## config.mk

```make
export PLATFORM = sky130hd
export DESIGN_NAME = disp_scan_top
export DESIGN_NICKNAME = d
export VERILOG_FILES = /design/src/rtl/disp_scan_pkg.sv /design/src/rtl/scan_tick_mux.sv /design/src/rtl/slot_seq.sv /design/src/rtl/zero_blank_ctrl.sv /design/src/rtl/bcd_seg_dec.sv /design/src/rtl/disp_scan_top.sv
export SDC_FILE = /design/constraint.sdc
export NUM_CORES = 1
export LEC_CHECK = 0
export CAP_MARGIN = 20
export CORE_MARGIN = 1.5
export CORE_UTILIZATION = 35
export DETAILED_ROUTE_END_ITERATION = 12
export GPL_TIMING_DRIVEN = 0
export PLACE_DENSITY = 0.85
export SYNTH_ARGS = -nofsm -noshare
export SYNTH_HDL_FRONTEND = slang
export SYNTH_SLANG_ARGS = --single-unit
```

## constraint.sdc

```tcl
create_clock -name clk -period 4.7 [get_ports clk]
set_input_delay 0.94 -clock clk [delete_from_list [all_inputs] [get_ports clk]]
set_output_delay 0.94 -clock clk [all_outputs]
set_load 0.01 [all_outputs]
```

## src/rtl/disp_scan_pkg.sv

```systemverilog
// Package: shared widths and the BCD-to-segment pattern function for the
// display scanner. Assumes segments are active high with bit 0 = a.
package disp_scan_pkg;

    localparam int BCD_W = 4;
    localparam int SEG_W = 7;

    // Map a BCD code to its segment pattern; codes above 9 give all-dark.
    function automatic logic [SEG_W-1:0] seg_pattern(input logic [BCD_W-1:0] code);
        logic [SEG_W-1:0] pat;
        case (code)
            4'd0:    pat = 7'h3F;
            4'd1:    pat = 7'h06;
            4'd2:    pat = 7'h5B;
            4'd3:    pat = 7'h4F;
            4'd4:    pat = 7'h66;
            4'd5:    pat = 7'h6D;
            4'd6:    pat = 7'h7D;
            4'd7:    pat = 7'h07;
            4'd8:    pat = 7'h7F;
            4'd9:    pat = 7'h6F;
            default: pat = '0;
        endcase
        return pat;
    endfunction

endpackage

```

## src/rtl/scan_tick_mux.sv

```systemverilog
// Module: scan_tick_mux
// Picks the scan tick source. Both ticks are assumed to be single-cycle
// pulses that are already synchronous to clk.
module scan_tick_mux (
    input  logic tick_int,
    input  logic tick_ext,
    input  logic use_ext,
    output logic tick
);

    // Route the selected source to the sequencer.
    always_comb tick = use_ext ? tick_ext : tick_int;

endmodule

```

## src/rtl/slot_seq.sv

```systemverilog
// Module: slot_seq
// Modulo-NUM_SLOTS slot counter, stepped by tick, plus a one-hot decode of
// the current slot. Assumes NUM_SLOTS >= 2.
module slot_seq #(
    parameter int NUM_SLOTS = 8,
    localparam int SLOT_W   = $clog2(NUM_SLOTS)
) (
    input  logic                 clk,
    input  logic                 rst_n,
    input  logic                 tick,
    output logic [SLOT_W-1:0]    slot,
    output logic [NUM_SLOTS-1:0] slot_hot
);

    localparam logic [SLOT_W-1:0] LAST = SLOT_W'(NUM_SLOTS - 1);

    logic [SLOT_W-1:0] slot_q;

    // Advance the slot on each tick, wrapping after the last slot.
    always_ff @(posedge clk) begin
        if (!rst_n)
            slot_q <= '0;
        else if (tick)
            slot_q <= (slot_q == LAST) ? '0 : slot_q + 1'b1;
    end

    assign slot = slot_q;

    // One-hot decode, one comparator per slot.
    for (genvar s = 0; s < NUM_SLOTS; s++) begin : g_hot
        assign slot_hot[s] = (slot_q == SLOT_W'(s));
    end

endmodule

```

## src/rtl/zero_blank_ctrl.sv

```systemverilog
// Module: zero_blank_ctrl
// Holds the one-bit leading-zero suppress state. The state is forced on
// during slot 0 and takes the inverse of the decoder's ripple-blank output
// at each tick. The effective blanking enable is off in slot 0, from
// BLANK_STOP onward, and whenever overflow is flagged.
module zero_blank_ctrl #(
    parameter int SLOT_W     = 3,
    parameter int BLANK_STOP = 5
) (
    input  logic              clk,
    input  logic              rst_n,
    input  logic              tick,
    input  logic [SLOT_W-1:0] slot,
    input  logic              slot_zero,
    input  logic              ovf,
    input  logic              rbo,
    output logic              blank_en
);

    logic sup_q;

    // Suppress state: set in slot 0, then follows ripple-blank at slot ends.
    always_ff @(posedge clk) begin
        if (!rst_n)
            sup_q <= 1'b1;
        else if (slot_zero)
            sup_q <= 1'b1;
        else if (tick)
            sup_q <= ~rbo;
    end

    // Effective blanking, with the forced-off windows applied.
    always_comb
        blank_en = sup_q & ~ovf & ~slot_zero & (slot < SLOT_W'(BLANK_STOP));

endmodule

```

## src/rtl/bcd_seg_dec.sv

```systemverilog
// Module: bcd_seg_dec
// Decodes one BCD digit to segments, with a blanking input and a
// ripple-blank output. rbo goes low only when a zero is being blanked.
module bcd_seg_dec
    import disp_scan_pkg::*;
(
    input  logic             active,
    input  logic [BCD_W-1:0] code,
    input  logic             blank_in,
    output logic [SEG_W-1:0] seg,
    output logic             rbo
);

    logic is_zero;

    // Detect a zero digit that blanking should hide.
    always_comb is_zero = (code == '0);

    // Segment drive: dark when idle or when a blanked zero is shown.
    always_comb begin
        if (!active || (blank_in && is_zero))
            seg = '0;
        else
            seg = seg_pattern(code);
    end

    // Ripple-blank out: low only while a zero is being suppressed.
    always_comb rbo = ~(blank_in & is_zero);

endmodule

```

## src/rtl/disp_scan_top.sv

```systemverilog
// Module: disp_scan_top
// Seven-digit multiplexed display scanner. Slot 0 is idle; slots
// 1..NUM_DIGITS show digits from most to least significant. Outputs are
// combinational from the slot and suppress registers. Assumes the ticks
// are one-cycle pulses synchronous to clk.
module disp_scan_top
    import disp_scan_pkg::*;
#(
    parameter int NUM_DIGITS = 7,
    parameter int DP_SLOT_A  = 3,
    parameter int DP_SLOT_B  = 4,
    parameter int BLANK_STOP = 5,
    localparam int NUM_SLOTS = NUM_DIGITS + 1,
    localparam int SLOT_W    = $clog2(NUM_SLOTS),
    localparam int DIG_BITS  = NUM_DIGITS * BCD_W
) (
    input  logic                  clk,
    input  logic                  rst_n,
    input  logic                  tick_int,
    input  logic                  tick_ext,
    input  logic                  use_ext,
    input  logic [DIG_BITS-1:0]   digits_i,
    input  logic                  dp_pos_i,
    input  logic                  ovf_i,
    output logic [NUM_DIGITS-1:0] dig_en_o,
    output logic [SEG_W-1:0]      seg_o,
    output logic                  dp_o,
    output logic [SLOT_W-1:0]     slot_o
);

    logic                 tick;
    logic [SLOT_W-1:0]    slot;
    logic [NUM_SLOTS-1:0] slot_hot;
    logic                 blank_en;
    logic                 rbo;
    logic [BCD_W-1:0]     cur_digit;
    logic [BCD_W-1:0]     pick [NUM_SLOTS];

    scan_tick_mux u_tick (
        .tick_int (tick_int),
        .tick_ext (tick_ext),
        .use_ext  (use_ext),
        .tick     (tick)
    );

    slot_seq #(.NUM_SLOTS(NUM_SLOTS)) u_seq (
        .clk      (clk),
        .rst_n    (rst_n),
        .tick     (tick),
        .slot     (slot),
        .slot_hot (slot_hot)
    );

    // Gate each digit by its slot line; the leftmost digit uses slot 1.
    assign pick[0] = '0;
    for (genvar s = 1; s < NUM_SLOTS; s++) begin : g_pick
        assign pick[s] = slot_hot[s] ? digits_i[BCD_W*(NUM_DIGITS-s) +: BCD_W] : '0;
        assign dig_en_o[s-1] = slot_hot[s];
    end

    // OR the gated digits onto the shared digit bus.
    always_comb begin
        cur_digit = '0;
        for (int s = 0; s < NUM_SLOTS; s++)
            cur_digit = cur_digit | pick[s];
    end

    zero_blank_ctrl #(.SLOT_W(SLOT_W), .BLANK_STOP(BLANK_STOP)) u_blank (
        .clk       (clk),
        .rst_n     (rst_n),
        .tick      (tick),
        .slot      (slot),
        .slot_zero (slot_hot[0]),
        .ovf       (ovf_i),
        .rbo       (rbo),
        .blank_en  (blank_en)
    );

    bcd_seg_dec u_dec (
        .active   (~slot_hot[0]),
        .code     (cur_digit),
        .blank_in (blank_en),
        .seg      (seg_o),
        .rbo      (rbo)
    );

    // Decimal point: one of two slots, picked by the range select.
    always_comb
        dp_o = dp_pos_i ? slot_hot[DP_SLOT_B] : slot_hot[DP_SLOT_A];

    assign slot_o = slot;

endmodule

```

==> summary.txt <==
Run status
  • Outcome: completed

Cells and area
  • Utilization after layout: 0.706
  • Filler instances: about 160
  • Final cell area excluding filler cells: ~1400 µm²
  • Share of cells above drive strength 1: 0.186
  • N_diodes: 0
  • Number of nets in the finished design: 204
  • Area growth syn-to-layout: 86.3%

Worst setup path
  • Path type of the worst setup path: in -> out
  • Category of cells accounting for the largest share of critical-path delay: compound AO/OA/AOI/OAI gates
  • Data arrival time of the worst path: 3.53 ns
  • Ordered list of cells on the worst path: clkdlybuf4s50_1 > a22oi_1 > o211ai_1 > a311oi_4 > ha_4 > nand3b_1 > nor3_2 > or3b_4 > a32oi_4 > a21oi_1 > dlygate4sd2_1
  • Endpoint class of the critical path: output port
  • Req. time, crit path: 3.76 ns
  • Count of buffer and inverter cells on the critical path: 2
  • Slowest cell delay on critical path: 0.42 ns
  • Slowest stage cell, crit path: sky130_fd_sc_hd__or3b_4
  • Startpoint type of the worst setup path: input port
  • Maximum fanout encountered on the critical timing path: 5

Die
  • Starting density of the core: 0.379
  • Placement row count: 16
  • Die boundary width: about 50 µm
  • Die area: 2450 µm²
  • Y dimension of the die: 49.5 µm
  • Std-Cell Core Area: between 2000 and 2500 µm²
  • I/O pin count: 53

Detailed routing
  • DRC: 0
  • Routed via count divided by cell count: 5.45
  • Drt first-iter violations: 20
  • Detailed-routing iteration count for the pre-antenna-repair pass: 4
  • Via count: ~1000
  • DRT Wirelength: 2780 µm
  • Wire length per cell after detailed routing: 15.2 µm
  • Remaining antenna violation count after routing: 0

Global route
  • Largest net degree at the start of global routing: 11
  • Number of antenna violations at the first check in global routing: 0
  • Vias in the first global route: slightly above 1000
  • All-Layer GR Usage: 0.233
  • Gr ovfl total: 0
  • Global-route wire length before repair: 4530 µm

Clock network
  • Clock transition at the registers of the reported paths: about 0.040 ns
  • Total clock buffers created by CTS: 3
  • H-tree Lvls: 1
  • # clock sinks: 4
  • Clock root cell: sky130_fd_sc_hd__clkbuf_4
  • Clock latency at the later pin of the worst-skew pair: 0.23 ns
  • Clock tree from TritonCTS: done
  • Deepest clock path buffer count: 2

Logic synthesis
  • Post-synthesis share of cell area spent on full adders, half adders and majority gates: 0.182
  • Number of flops mapped to enable cells by yosys: 0
  • Flip-flop cell with the highest count after synthesis: sky130_fd_sc_hd__dfxtp_1
  • Simple logic cell fraction of the synthesized area: 0.229
  • Complex-gate fraction of the synthesized area: 0.282
  • Nets in the synthesized netlist: 142
  • Synth Instances: 96
  • Dominant combinational cell family by area after synthesis: compound AO/OA/AOI/OAI gates
  • Number of warnings issued by yosys: 0
  • Asr flop ratio synth: 0
  • Post-synthesis sequential element count: 4
  • Part of the Yosys area used for sequential elements: 0.106
  • Portion of netlist area occupied by mux cells: 0.132
  • Xor and xnor area share after synthesis: 0
  • Post-synthesis area per instance: 7.90 µm²
  • Number of distinct library cells after synthesis: 36
  • Area of the mapped netlist: 758 µm²

STA
  • Setup repair after global routing missed its margin: no
  • Slew of the pin with the lowest slew margin: about 0.6 ns
  • Share of the clock period used by the worst path: 0.952
  • Max Clock Freq: 224 MHz
  • Final Max Tran Viols: 0
  • Clock Skew: roughly 0.007 ns
  • Fin crit period: ~4.5 ns
  • Final Hold Violating Endpoints: 0
  • Setup TNS after final layout: 0 ns
  • # setup viols final: 0
  • Slew HR: 0.584

Placed design
  • DP Wirelength: 2040 µm
  • DP Area: 1310 µm²
  • Final Wtd Congestion: 0.821
  • Number of buffer cells added on primary ports: 52

Hold path
  • Class of the tightest hold or removal check: reg -> reg

Pwr
  • Maximum vdd ir drop: 0.000132 V
  • Power per cell area: between 150 and 200 nW/µm²
  • Leakage: roughly 0.6 nW
  • Internal power: 0.155 mW
  • Relative contribution of the clock network to total power: 0.170
  • Part of the total power dissipated in combinational logic: 0.672
  • Net switching fraction of the power: 0.380
  • Net Switching: approximately 0.095 mW
  • Sequential group share of total power: 0.158

Job
  • Count of maximum capacitance violations: 0
## flip-flops by register name, indices dropped and copies added (netlist names)
| signal | count |
|---|---|
| u_blank.sup_q | 1 |
| u_seq.slot | 3 |
## cell type report
type	instances	area [µm²]	share of cell area
Timing Repair Buffer	57	546	0.386
Sequential cell	4	80.1	0.0567
Multi-Input combinational cell	81	676	0.478
Buffer	5	32.5	0.0230
Tap cell	27	33.8	0.0239
Clock buffer	3	22.5	0.0159
Inverter	6	22.5	0.0159
## cells in the mapped netlist (2+ instances only)
cell type | n | area, µm²
sky130_fd_sc_hd__and2_1 | 3 | 18.8
sky130_fd_sc_hd__a22o_1 | 2 | 17.5
sky130_fd_sc_hd__or3_1 | 2 | 12.5
sky130_fd_sc_hd__nor2b_1 | 4 | 25.0
sky130_fd_sc_hd__buf_2 | 3 | 15.0
sky130_fd_sc_hd__inv_1 | 6 | 22.5
sky130_fd_sc_hd__nor2_1 | 9 | 33.8
sky130_fd_sc_hd__dfxtp_1 | 4 | 80.1
sky130_fd_sc_hd__a31oi_1 | 2 | 12.5
sky130_fd_sc_hd__mux2i_1 | 4 | 40.0
sky130_fd_sc_hd__mux2_2 | 4 | 45.0
sky130_fd_sc_hd__a21oi_1 | 10 | 50.1
sky130_fd_sc_hd__o21a_1 | 2 | 15.0
sky130_fd_sc_hd__ha_1 | 11 | 138
sky130_fd_sc_hd__nand3_1 | 3 | 15.0
sky130_fd_sc_hd__nor3_1 | 4 | 20.0
sky130_fd_sc_hd__a22oi_1 | 3 | 22.5
sky130_fd_sc_hd__nand2_1 | 2 | 7.51
## final timing paths
path | start | end | slack [ns] | cells after the start
setup reg to reg | u_seq.slot[2] | u_blank.sup_q | 1.52 | 13
hold reg to reg | u_blank.sup_q | u_blank.sup_q | 0.50 | 2
setup / recovery | digits_i[1] | seg_o[5] | 0.23 | 11
hold / removal | u_blank.sup_q | u_blank.sup_q | 0.50 | 2
## cell usage in the layout (no fill, tap or decap), drive strengths merged, types with 2 or more instances in the layout
cell type      Yosys  routed
clkdlybuf4s50      0      45
ha                11      11
a21oi             10      10
nor2               9       9
buf                4       8
clkbuf             1       8
inv                6       6
mux2               5       5
mux2i              4       4
nor2b              4       4
dfxtp              4       4
nor3               4       4
a22oi              3       3
nand3              3       3
and2               3       3
nand2              2       2
a22o               2       2
or3                2       2
a31oi              2       2
dlygate4sd2        0       2
dlymetal6s2s       0       2
o21a               2       2
## power by group through the flow
stage               Sequential [mW]  Clock (mW)  Combinational, mW
detailed placement           0.0403           0              0.157
global route                 0.0400      0.0483              0.181
global placement             0.0400           0              0.152
CTS                          0.0398      0.0444              0.162
finish                       0.0396      0.0424              0.168
floorplan                    0.0404           0             0.0791
## through the flow
stage / hold WS (ns) / setup WS (ns) / power, mW / cells
3_3_place_gp: 0.465 / -0.599 / 0.192 / 175
3_5_place_dp: 0.480 / -0.690 / 0.197 / 175
5_1_grt: 0.535 / 0.0401 / 0.270 / 183
4_1_cts: 0.489 / 0.0554 / 0.246 / 181
2_1_floorplan: 0.444 / 0.526 / 0.119 / 96
6_report: 0.497 / 0.227 / 0.250 / 183
## per-layer routing
metal | share of wire | global-route usage
met3 | 0.080 | 0.0424
met4 | 0.0043 | 0.0556
met2 | 0.49 | 0.418
met5 | 0 | 0
met1 | 0.43 | 0.284
## what timing repair did
| item | CTS | global route |
|---|---|---|
| pin swaps | 1 | 3 |
| setup buffers | 3 | 2 |
| resized for setup | 10 | 12 |
| setup endpoints to repair | 7 | 7 |
| hold buffers | 0 | 0 |
## cells by family (layout without fill, tap and decap cells)
logic type	count (synthesis)	count (layout)
DFF	4	4
adders and majority gates	11	11
AOI/OAI and AO/OA	29	29
and+or+nand+nor	32	32
muxes	9	9
buffers and inverters	11	71
## worst min-delay path, cell delays in order, from the launching register on
cell	delay (ns)
sky130_fd_sc_hd__dfxtp_1	0.32
sky130_fd_sc_hd__a211oi_1	0.07
sky130_fd_sc_hd__o31ai_1	0.07
Power figures use the tool's default switching activity.
